### config.mk
export PLATFORM = sky130hd
export DESIGN_NAME = sc_nack_ctrl
export DESIGN_NICKNAME = d
export VERILOG_FILES = /design/src/rtl/sc_nack_pkg.sv /design/src/rtl/sc_rx_nack.sv /design/src/rtl/sc_tx_retry.sv /design/src/rtl/sc_guard_timer.sv /design/src/rtl/sc_nack_ctrl.sv
export SDC_FILE = /design/constraint.sdc
export NUM_CORES = 1
export LEC_CHECK = 0
export BUFFER_PORTS_ARGS = -buffer_cell sky130_fd_sc_hd__buf_2
export CAP_MARGIN = 10
export CORE_MARGIN = 2
export CORE_UTILIZATION = 50
export DETAILED_ROUTE_END_ITERATION = 7
export PLACE_DENSITY = 0.78
export SYNTH_ARGS = -nofsm -noshare
export SYNTH_HDL_FRONTEND = slang
export SYNTH_HIERARCHICAL = 1
export SYNTH_SLANG_ARGS = --single-unit
### constraint.sdc
create_clock -name clk -period 2.86 [get_ports clk]
set_clock_uncertainty 0.15 [all_clocks]
set_input_delay 0.143 -clock clk [delete_from_list [all_inputs] [get_ports clk]]
set_output_delay 0.143 -clock clk [all_outputs]
set_load 0.01 [all_outputs]
### src/rtl/sc_nack_pkg.sv
package sc_nack_pkg;
  // Classification of a closed transmit character
  typedef enum logic [1:0] {
    TXEV_NONE    = 2'd0,
    TXEV_ACCEPT  = 2'd1,
    TXEV_RETRY   = 2'd2,
    TXEV_EXHAUST = 2'd3
  } tx_event_e;
endpackage

### src/rtl/sc_rx_nack.sv
module sc_rx_nack #(
  parameter int ITER_W = 3
) (
  input  logic              clk,
  input  logic              rst_n,
  input  logic              t0_en,
  input  logic              rx_done,
  input  logic              rx_par_err,
  input  logic [ITER_W-1:0] cfg_max_iter,
  input  logic              cfg_cap_nack,
  input  logic              cfg_no_nack,
  output logic              nack_req
);
  localparam logic [ITER_W-1:0] ECNT_SAT = '1;

  logic [ITER_W-1:0] ecnt_q, ecnt_d;
  logic              ecnt_en;
  logic              nack_q, nack_d;

  always_comb begin
    ecnt_d  = ecnt_q;
    nack_d  = 1'b0;
    ecnt_en = !t0_en || rx_done;
    if (!t0_en) begin
      ecnt_d = '0;
    end else if (rx_done) begin
      if (rx_par_err) begin
        nack_d = !cfg_no_nack && (!cfg_cap_nack || (ecnt_q < cfg_max_iter));
        if (ecnt_q != ECNT_SAT) ecnt_d = ecnt_q + 1'b1;
      end else begin
        ecnt_d = '0;
      end
    end
  end

  always_ff @(posedge clk or negedge rst_n) begin
    if (!rst_n) begin
      ecnt_q <= '0;
      nack_q <= 1'b0;
    end else begin
      nack_q <= nack_d;
      if (ecnt_en) ecnt_q <= ecnt_d;
    end
  end

  assign nack_req = nack_q;

  assert_plain_nack_R2: assert property (@(posedge clk) disable iff (!rst_n)
    t0_en && rx_done && rx_par_err && !cfg_no_nack && !cfg_cap_nack |=> nack_req);
  assert_inhibit_R3: assert property (@(posedge clk) disable iff (!rst_n)
    rx_done && cfg_no_nack |=> !nack_req);
  assert_cap_reached_R4: assert property (@(posedge clk) disable iff (!rst_n)
    rx_done && cfg_cap_nack && (ecnt_q >= cfg_max_iter) |=> !nack_req);
  assert_good_clears_R5: assert property (@(posedge clk) disable iff (!rst_n)
    t0_en && rx_done && !rx_par_err |=> (ecnt_q == '0) && !nack_req);
endmodule

### src/rtl/sc_tx_retry.sv
module sc_tx_retry
  import sc_nack_pkg::*;
#(
  parameter int ITER_W = 3
) (
  input  logic              clk,
  input  logic              rst_n,
  input  logic              t0_en,
  input  logic              tx_start,
  input  logic              tx_done,
  input  logic              tx_nack_seen,
  input  logic [ITER_W-1:0] cfg_max_iter,
  output logic              retx_req,
  output logic              iter_exceeded
);
  tx_event_e         ev;
  logic [ITER_W-1:0] rcnt_q, rcnt_d;
  logic              rcnt_en;
  logic              retx_q, retx_d;
  logic              iexc_q, iexc_d;

  always_comb begin
    ev = TXEV_NONE;
    if (tx_done && !tx_start) begin
      if (!tx_nack_seen)               ev = TXEV_ACCEPT;
      else if (rcnt_q < cfg_max_iter)  ev = TXEV_RETRY;
      else                             ev = TXEV_EXHAUST;
    end
  end

  always_comb begin
    rcnt_d  = rcnt_q;
    iexc_d  = iexc_q;
    retx_d  = 1'b0;
    rcnt_en = 1'b0;
    if (!t0_en || tx_start) begin
      rcnt_d  = '0;
      iexc_d  = 1'b0;
      rcnt_en = 1'b1;
    end else begin
      case (ev)
        TXEV_RETRY: begin
          retx_d  = 1'b1;
          rcnt_d  = rcnt_q + 1'b1;
          rcnt_en = 1'b1;
        end
        TXEV_EXHAUST: iexc_d = 1'b1;
        default: ;
      endcase
    end
  end

  always_ff @(posedge clk or negedge rst_n) begin
    if (!rst_n) begin
      rcnt_q <= '0;
      retx_q <= 1'b0;
      iexc_q <= 1'b0;
    end else begin
      retx_q <= retx_d;
      iexc_q <= iexc_d;
      if (rcnt_en) rcnt_q <= rcnt_d;
    end
  end

  assign retx_req      = retx_q;
  assign iter_exceeded = iexc_q;

  assert_retry_issued_R6: assert property (@(posedge clk) disable iff (!rst_n)
    t0_en && !tx_start && tx_done && tx_nack_seen && (rcnt_q < cfg_max_iter) |=> retx_req);
  assert_exhaust_no_retry_R7: assert property (@(posedge clk) disable iff (!rst_n)
    t0_en && !tx_start && tx_done && tx_nack_seen && (rcnt_q >= cfg_max_iter)
      |=> iter_exceeded && !retx_req);
  assert_flag_sticky_R7: assert property (@(posedge clk) disable iff (!rst_n)
    iter_exceeded && t0_en && !tx_start |=> iter_exceeded);
endmodule

### src/rtl/sc_guard_timer.sv
module sc_guard_timer #(
  parameter int GUARD_W   = 3,
  parameter int GUARD_MIN = 2
) (
  input  logic               clk,
  input  logic               rst_n,
  input  logic               t0_en,
  input  logic               tx_done,
  input  logic               bit_tick,
  input  logic [GUARD_W-1:0] cfg_guard,
  output logic               guard_done
);
  localparam int TGT_MAX = (1 << GUARD_W) - 1 + GUARD_MIN;
  localparam int GCNT_W  = $clog2(TGT_MAX + 1);

  logic [GCNT_W-1:0] target;
  logic [GCNT_W-1:0] gcnt_q, gcnt_d;
  logic              gcnt_en;

  assign target = GCNT_W'(cfg_guard) + GCNT_W'(GUARD_MIN);

  always_comb begin
    gcnt_d  = gcnt_q;
    gcnt_en = 1'b0;
    if (!t0_en) begin
      gcnt_d  = '1;
      gcnt_en = 1'b1;
    end else if (tx_done) begin
      gcnt_d  = '0;
      gcnt_en = 1'b1;
    end else if (bit_tick && (gcnt_q < target)) begin
      gcnt_d  = gcnt_q + 1'b1;
      gcnt_en = 1'b1;
    end
  end

  always_ff @(posedge clk or negedge rst_n) begin
    if (!rst_n) gcnt_q <= '1;
    else if (gcnt_en) gcnt_q <= gcnt_d;
  end

  assign guard_done = !t0_en || (gcnt_q >= target);

  assert_restart_R8: assert property (@(posedge clk) disable iff (!rst_n)
    t0_en && tx_done |=> (!t0_en || !guard_done));
  assert_no_tick_no_done_R8: assert property (@(posedge clk) disable iff (!rst_n)
    t0_en && !guard_done && !bit_tick && $stable(cfg_guard) |=> (!t0_en || !guard_done));
endmodule

### src/rtl/sc_nack_ctrl.sv
module sc_nack_ctrl #(
  parameter int ITER_W    = 3,
  parameter int GUARD_W   = 3,
  parameter int GUARD_MIN = 2
) (
  input  logic               clk,
  input  logic               rst_n,
  input  logic               t0_en,
  input  logic               rx_done,
  input  logic               rx_par_err,
  input  logic               tx_start,
  input  logic               tx_done,
  input  logic               tx_nack_seen,
  input  logic               bit_tick,
  input  logic [ITER_W-1:0]  cfg_max_iter,
  input  logic               cfg_cap_nack,
  input  logic               cfg_no_nack,
  input  logic [GUARD_W-1:0] cfg_guard,
  output logic               nack_req,
  output logic               retx_req,
  output logic               iter_exceeded,
  output logic               guard_done
);
  logic [1:0] rst_sync_q;
  logic       core_rst_n;

  always_ff @(posedge clk or negedge rst_n) begin
    if (!rst_n) rst_sync_q <= 2'b00;
    else        rst_sync_q <= {rst_sync_q[0], 1'b1};
  end
  assign core_rst_n = rst_sync_q[1];

  sc_rx_nack #(.ITER_W(ITER_W)) u_rx (
    .clk(clk), .rst_n(core_rst_n), .t0_en(t0_en),
    .rx_done(rx_done), .rx_par_err(rx_par_err),
    .cfg_max_iter(cfg_max_iter), .cfg_cap_nack(cfg_cap_nack),
    .cfg_no_nack(cfg_no_nack), .nack_req(nack_req)
  );

  sc_tx_retry #(.ITER_W(ITER_W)) u_tx (
    .clk(clk), .rst_n(core_rst_n), .t0_en(t0_en),
    .tx_start(tx_start), .tx_done(tx_done), .tx_nack_seen(tx_nack_seen),
    .cfg_max_iter(cfg_max_iter), .retx_req(retx_req),
    .iter_exceeded(iter_exceeded)
  );

  sc_guard_timer #(.GUARD_W(GUARD_W), .GUARD_MIN(GUARD_MIN)) u_guard (
    .clk(clk), .rst_n(core_rst_n), .t0_en(t0_en),
    .tx_done(tx_done), .bit_tick(bit_tick),
    .cfg_guard(cfg_guard), .guard_done(guard_done)
  );

  assert_mode_off_R9: assert property (@(posedge clk) disable iff (!core_rst_n)
    !t0_en |=> !nack_req && !retx_req && !iter_exceeded);
  assert_mode_off_guard_R9: assert property (@(posedge clk) disable iff (!core_rst_n)
    !t0_en |-> guard_done);
endmodule

Yosys cells after proc, flatten, opt, wreduce, memory -nomap -nowiden --
Cells that the tools add are included.
Storage, ports and cells: word-level logic and storage cells 60, register bits 15, output and inout bits 4, input port bits 17
Operators by class: muxes and demuxes 23, $lt $le $gt $ge 4, add/subtract/negate cells 4, equality and inequality tests 6, reductions and logical operators 16
Operators with widths (number):
- 3-bit 2-to-1 mux | 6
- 1-bit 2-to-1 mux | 12
- 4-bit 2-to-1 mux | 3
- 3-bit by 1-bit adder with 3-bit output, second input constant | 2
- 3-bit less-than comparator | 2
- 3-bit by 2-bit adder with 4-bit output, second input constant | 1
- 4-bit by 1-bit adder with 4-bit output, second input constant | 1
- 2-bit == test, second input constant | 2
- 4-bit greater-or-equal comparator | 1
- 1-bit logical NOT | 4
- 1-bit logical OR | 4
- 4-bit less-than comparator | 1
- 2-bit 2-to-1 mux | 2
- 2-bit AND reduction | 2
- 2-bit nonzero test | 2
- 1-bit logical AND | 3
- 3-bit by 1-bit inequality test with 1-bit output, second input constant | 1
- 3-bit by 2-bit inequality test with 1-bit output, second input constant | 1
- 3-bit inequality test, second input constant | 1
- 3-bit AND reduction | 1
- 2-bit by 1-bit inequality test with 1-bit output, second input constant | 1

Depth between registers and ports, before layout --
word-level depth 8, gate-level depth with buffers 7

By module --
The synthesis kept the hierarchy.
Modules (own cells, without submodules):
- sc_guard_timer | sequential area each 105.1 sq um, instances 1, cells each 38, area an instance 367.9 sq um
- sc_tx_retry | sequential area each 125.1 sq um, instances 1, cells each 29, area an instance 306.5 sq um
- sc_rx_nack | sequential area each 100.1 sq um, instances 1, cells each 29, area an instance 275.3 sq um
- sc_nack_ctrl | sequential area each 50.0 sq um, instances 1, cells each 3, area an instance 53.8 sq um

Least setup slack after synthesis --
OpenSTA, ideal clock, no wires.
path kind reg-to-reg, from register u_guard.gcnt_q[1], to register u_guard.gcnt_q[3], period minus slack after synthesis 1.896 ns, data required time 2.646 ns, setup time 0.064 ns, path slack 0.964 ns, cell stages (with the launch flop) 6, path buffers 0, arrival 1.681 ns, cells stage by stage dfstp_2 ha_1 nor2b_4 o31a_1 or4_1 nand3_1
Between the ends: longest elaborated chain between the ends 6, elaborated cells between the ends (all ways) 11, classes of those cells 1 x add/sub; 1 x order compare; 1 x eq/ne; 6 x mux; 2 x reduce/logical
RTL lines:
- start: declaration | line sc_guard_timer.sv:17 | logic [GCNT_W-1:0] gcnt_q, gcnt_d;
- start signal: assignment | line sc_guard_timer.sv:39 | else if (gcnt_en) gcnt_q <= gcnt_d;
- 4-bit less-than comparator | line sc_guard_timer.sv:31 | end else if (bit_tick && (gcnt_q < target)) begin
- 1-bit logical AND | line sc_guard_timer.sv:31
- 1-bit 2-to-1 mux | line sc_guard_timer.sv:31
- 1-bit 2-to-1 mux | line sc_guard_timer.sv:28 | end else if (tx_done) begin
- 1-bit 2-to-1 mux | line sc_guard_timer.sv:25 | if (!t0_en) begin
- 2-bit AND reduction (no source line)
Parallel ways exist; a longest one is shown, timed or not. The select of a mux whose other input is x is not followed. A chain may end at the register's enable or synchronous reset.

Final worst setup path --
from register u_guard.gcnt_q[1], to output port guard_done
Between the ends: longest elaborated chain between the ends 2
RTL lines:
- 4-bit greater-or-equal comparator | line sc_guard_timer.sv:42 | assign guard_done = !t0_en || (gcnt_q >= target);
- 1-bit logical OR | line sc_guard_timer.sv:42
- end: declaration | line sc_nack_ctrl.sv:22 | output logic guard_done
No other way between the ends.

==> qor.csv <==
stage;metric;value;unit
setup_path;worst-path fanout max;4;
power;leakage power;0.6239;nW
synthesis;Cells after Synth;99;
setup_path;launching element of the worst setup path;u_guard/gcnt_q[1];
route;total length of routed wires;2.110;mm
global_route;Overall Global Routing Usage;0.2022;
global_route;maximum number of pins on one net before global-route repair;14;
synthesis;Mapped Avg Cell Area;10.14;um^2
timing;highest clock frequency the design can meet;429.6;MHz
placed_design;number of buffers inserted by port buffering;20;
setup_path;depth of the worst register-to-register path;5;
timing;actual slew at the worst max-slew pin;0.5313;ns
status;status;completed;
setup_path;endpoint arrival time on the critical path;2.03;ns
setup_path;worst reg2reg path endpoint;u_guard/gcnt_q[3];
setup_path;worst reg2reg setup slack;0.80;ns
clock_tree;clock buffer count from CTS;3;
synthesis;Post-Synthesis Net Count;129;
synthesis;Cell variety after synth;33;
route;count of vias placed by the detailed router;843;
floorplanning;Std-Cell Core Area;1922;um^2
floorplanning;effective utilization at floorplan;0.5221;
synthesis;Syn Std Cell Area;1003;um^2
floorplanning;Core Rows;16;
global_route;via count of the first global-routing pass;830;
setup_path;startpoint kind of the worst setup timing path;flip-flop;
power;P per Cell Area;379.6;nW/um^2
route;WL per Instance;13.44;um
timing;Final Hold Violating Endpoints;0;
placed_design;gpl congestion;0.8248;
route;number of remaining DRC errors;0;
floorplanning;vertical die dimension;48.80;um
route;number of nets still failing antenna checks after routing;0;
synthesis;count of state elements after synthesis;15;
global_route;number of antenna violations at the first check in global routing;0;
floorplanning;die footprint;2381;um^2
setup_path;required time of the critical path;2.57;ns
route;detailed-route vias per instance;5.369;
route;detailed router's first-iteration violation count;24;
setup_path;startpoint of the worst-slack reg-to-reg timing path;u_guard/gcnt_q[1];
timing;unrepaired setup endpoints after global routing;false;
route;first drt pass iteration count;4;
clock_tree;clock tree from TritonCTS;built;
timing;fraction of the cycle the final worst path needs;0.8139;
clock_tree;Sinks on Clock Net;15;
clock_tree;maximum buffer depth of the clock tree;2;
global_route;first-pass GRT wire length;3.732;mm
layout;core occupancy in the finished layout;0.6426;
setup_path;capture point of the worst path;guard_done;
floorplanning;I/O pins;21;
layout;antenna fix cells;0;
layout;Area growth syn-to-layout;23.07;%
min_path;Tightest Hold Check Type;in -> reg;
timing;normalized max-slew margin;0.6428;
floorplanning;DIE WIDTH;48.80;um
synthesis;number of synthesized flops with an enable pin;0;
synthesis;sequential share of the synthesized area;0.3791;
timing;Min Clock Period, post-route;2.328;ns
synthesis;Most used DFF post-synth;sky130_fd_sc_hd__dfrtp_1;
timing;final total negative setup slack;0;ns
clock_tree;Max H-tree Level;1;
synthesis;Post-synth ARST share;1.000;
global_route;total global routing overflow;0;
placed_design;sum of net half-perimeters after detailed placement;1.625;mm
timing;number of max-slew violations in the final report;0;
synthesis;synthesis warning total;6;
power;worst vdd ir;0.0002651;V
layout;number of nets in the layout;161;
clock_tree;post-CTS setup buffer count;0;
layout;fraction of final layout cells with drive strength greater than 1;0.2615;
run;number of maximum-capacitance constraint violations;0;
setup_path;type of element capturing the critical path;output pin;
clock_tree;master cell of the clock root buffer;sky130_fd_sc_hd__clkbuf_4;
clock_tree;Clock Latency Late Sink;0.29;ns
setup_path;Critical Setup Path Class;reg -> out;
clock_tree;clock-pin transition on the worst setup and hold timing paths;0.10;ns
timing;final setup fails;0;
[metrics by stage]
step | std cells | power (mW) | hold WS, ns | area [um^2] | setup slack [ns]
floorplan | 99 | 0.3033 | -0.3026 | 1003 | 0.9644
global placement | 146 | 0.3333 | -0.2224 | 1137 | 0.9299
detailed placement | 146 | 0.3408 | -0.2198 | 1137 | 0.8347
CTS | 157 | 0.4717 | 0.02039 | 1235 | 0.5309
global route | 157 | 0.4976 | 0.02735 | 1235 | 0.4301
finish | 157 | 0.4688 | 0.01684 | 1235 | 0.5323
[worst max-delay path: stages, from the launching register on]
cell	delay [ns]
sky130_fd_sc_hd__dfstp_2	0.58
sky130_fd_sc_hd__ha_1	0.26
sky130_fd_sc_hd__nor2b_4	0.14
sky130_fd_sc_hd__o31ai_1	0.45
sky130_fd_sc_hd__nand4b_1	0.15
sky130_fd_sc_hd__buf_2	0.17
[flip-flops by register name, summed over array words and instances (netlist names)]
register and cells:
u_tx/rcnt_q 3, u_rx/nack_req 1, u_tx/retx_req 1, u_guard/gcnt_q 4, u_tx/iter_exceeded 1, rst_sync_q 2, u_rx/ecnt_q 3
[Yosys cell counts (2+ instances only)]
cell type                   n  area, um^2
sky130_fd_sc_hd__nand2_1    6       22.52
sky130_fd_sc_hd__nor2b_4    2       27.53
sky130_fd_sc_hd__and3b_1    2       17.52
sky130_fd_sc_hd__o21a_1     2       15.01
sky130_fd_sc_hd__o311ai_0   2       17.52
sky130_fd_sc_hd__dfstp_2    4       105.1
sky130_fd_sc_hd__o31a_1     2       17.52
sky130_fd_sc_hd__nand3_1    3       15.01
sky130_fd_sc_hd__o21ai_0    4       20.02
sky130_fd_sc_hd__or4_1      2       15.01
sky130_fd_sc_hd__a211o_1    2       17.52
sky130_fd_sc_hd__nand2b_1   3       18.77
sky130_fd_sc_hd__dfrtp_1   11       275.3
sky130_fd_sc_hd__ha_1      13       162.7
sky130_fd_sc_hd__nor3b_1    2       15.01
sky130_fd_sc_hd__nor2_1     5       18.77
sky130_fd_sc_hd__a21oi_1    5       25.02
sky130_fd_sc_hd__nand4_1    2       12.51
sky130_fd_sc_hd__nor2b_1    2       12.51
sky130_fd_sc_hd__nand4b_1   3       26.28
sky130_fd_sc_hd__inv_1     10       37.54
[where the power goes]
| part | total (mW) | internal (mW) | switching [mW] |
|---|---|---|---|
| combinational | 0.106 | 0.0529 | 0.0527 |
| sequential | 0.239 | 0.226 | 0.0129 |
| clock | 0.125 | 0.0521 | 0.0725 |
[logic make-up (layout without fill, tap and decap cells)]
| logic type | count (synthesis) | in the layout | synth area share |
|---|---|---|---|
| buffers and inverters | 10 | 41 | 0.03741 |
| and+or+nand+nor | 36 | 36 | 0.2307 |
| xor gates and xnor gates | 1 | 1 | 0.008730 |
| other | 1 | 1 | 0.003737 |
| muxes | 1 | 1 | 0.009975 |
| AOI/OAI and AO/OA | 22 | 22 | 0.1683 |
| adders and majority gates | 13 | 13 | 0.1621 |
| DFF | 15 | 15 | 0.3790 |
[repair_timing]
action | CTS | global route
endpoints found under the hold margin | 6 | 0
resized for setup | 0 | 0
hold buffers | 7 | 0
[area by class of cell]
cell class                 instances  area, um^2
sequential                        15       380.4
clock buffer                       3       22.52
multi-input combinational         74       585.6
fill                             166       686.9
timing repair buffer              27       170.2
tap                               27       33.78
inverter                          10       37.54
clock inverter                     1       5.005
[per-layer routing]
metal	wire length [um]	part of all wire	track usage
met5	0	0	0
met4	20	0.0095	0.05714
met3	98	0.046	0.02761
met2	1077	0.51	0.3584
met1	913	0.43	0.2570
[cell usage in the layout (no fill, tap or decap), types with 4 or more instances in the layout]
| master | netlist | final |
|---|---|---|
| sky130_fd_sc_hd__nand2_1 | 6 | 6 |
| sky130_fd_sc_hd__ha_1 | 13 | 13 |
| sky130_fd_sc_hd__a21oi_1 | 5 | 5 |
| sky130_fd_sc_hd__nor2_1 | 5 | 5 |
| sky130_fd_sc_hd__dfrtp_1 | 11 | 11 |
| sky130_fd_sc_hd__dfstp_2 | 4 | 4 |
| sky130_fd_sc_hd__buf_2 | 0 | 20 |
| sky130_fd_sc_hd__dlygate4sd3_1 | 0 | 7 |
| sky130_fd_sc_hd__inv_1 | 10 | 10 |
| sky130_fd_sc_hd__o21ai_0 | 4 | 4 |
[worst min-delay path by stage]
| stage | end | cells after the start | startpoint | slack, ns |
|---|---|---|---|---|
| after floorplan | rst_sync_q[0] | 0 | rst_n | -0.30 |
| after global placement | rst_sync_q[0] | 1 | rst_n | -0.22 |
| after detailed placement | rst_sync_q[0] | 1 | rst_n | -0.22 |
| after CTS | u_rx/ecnt_q[1] | 3 | rx_par_err | 0.02 |
| after global routing | u_rx/ecnt_q[1] | 3 | rx_par_err | 0.03 |
| final | u_rx/ecnt_q[1] | 3 | rx_par_err | 0.02 |
Note: power is estimated with default switching activity, not from simulation.
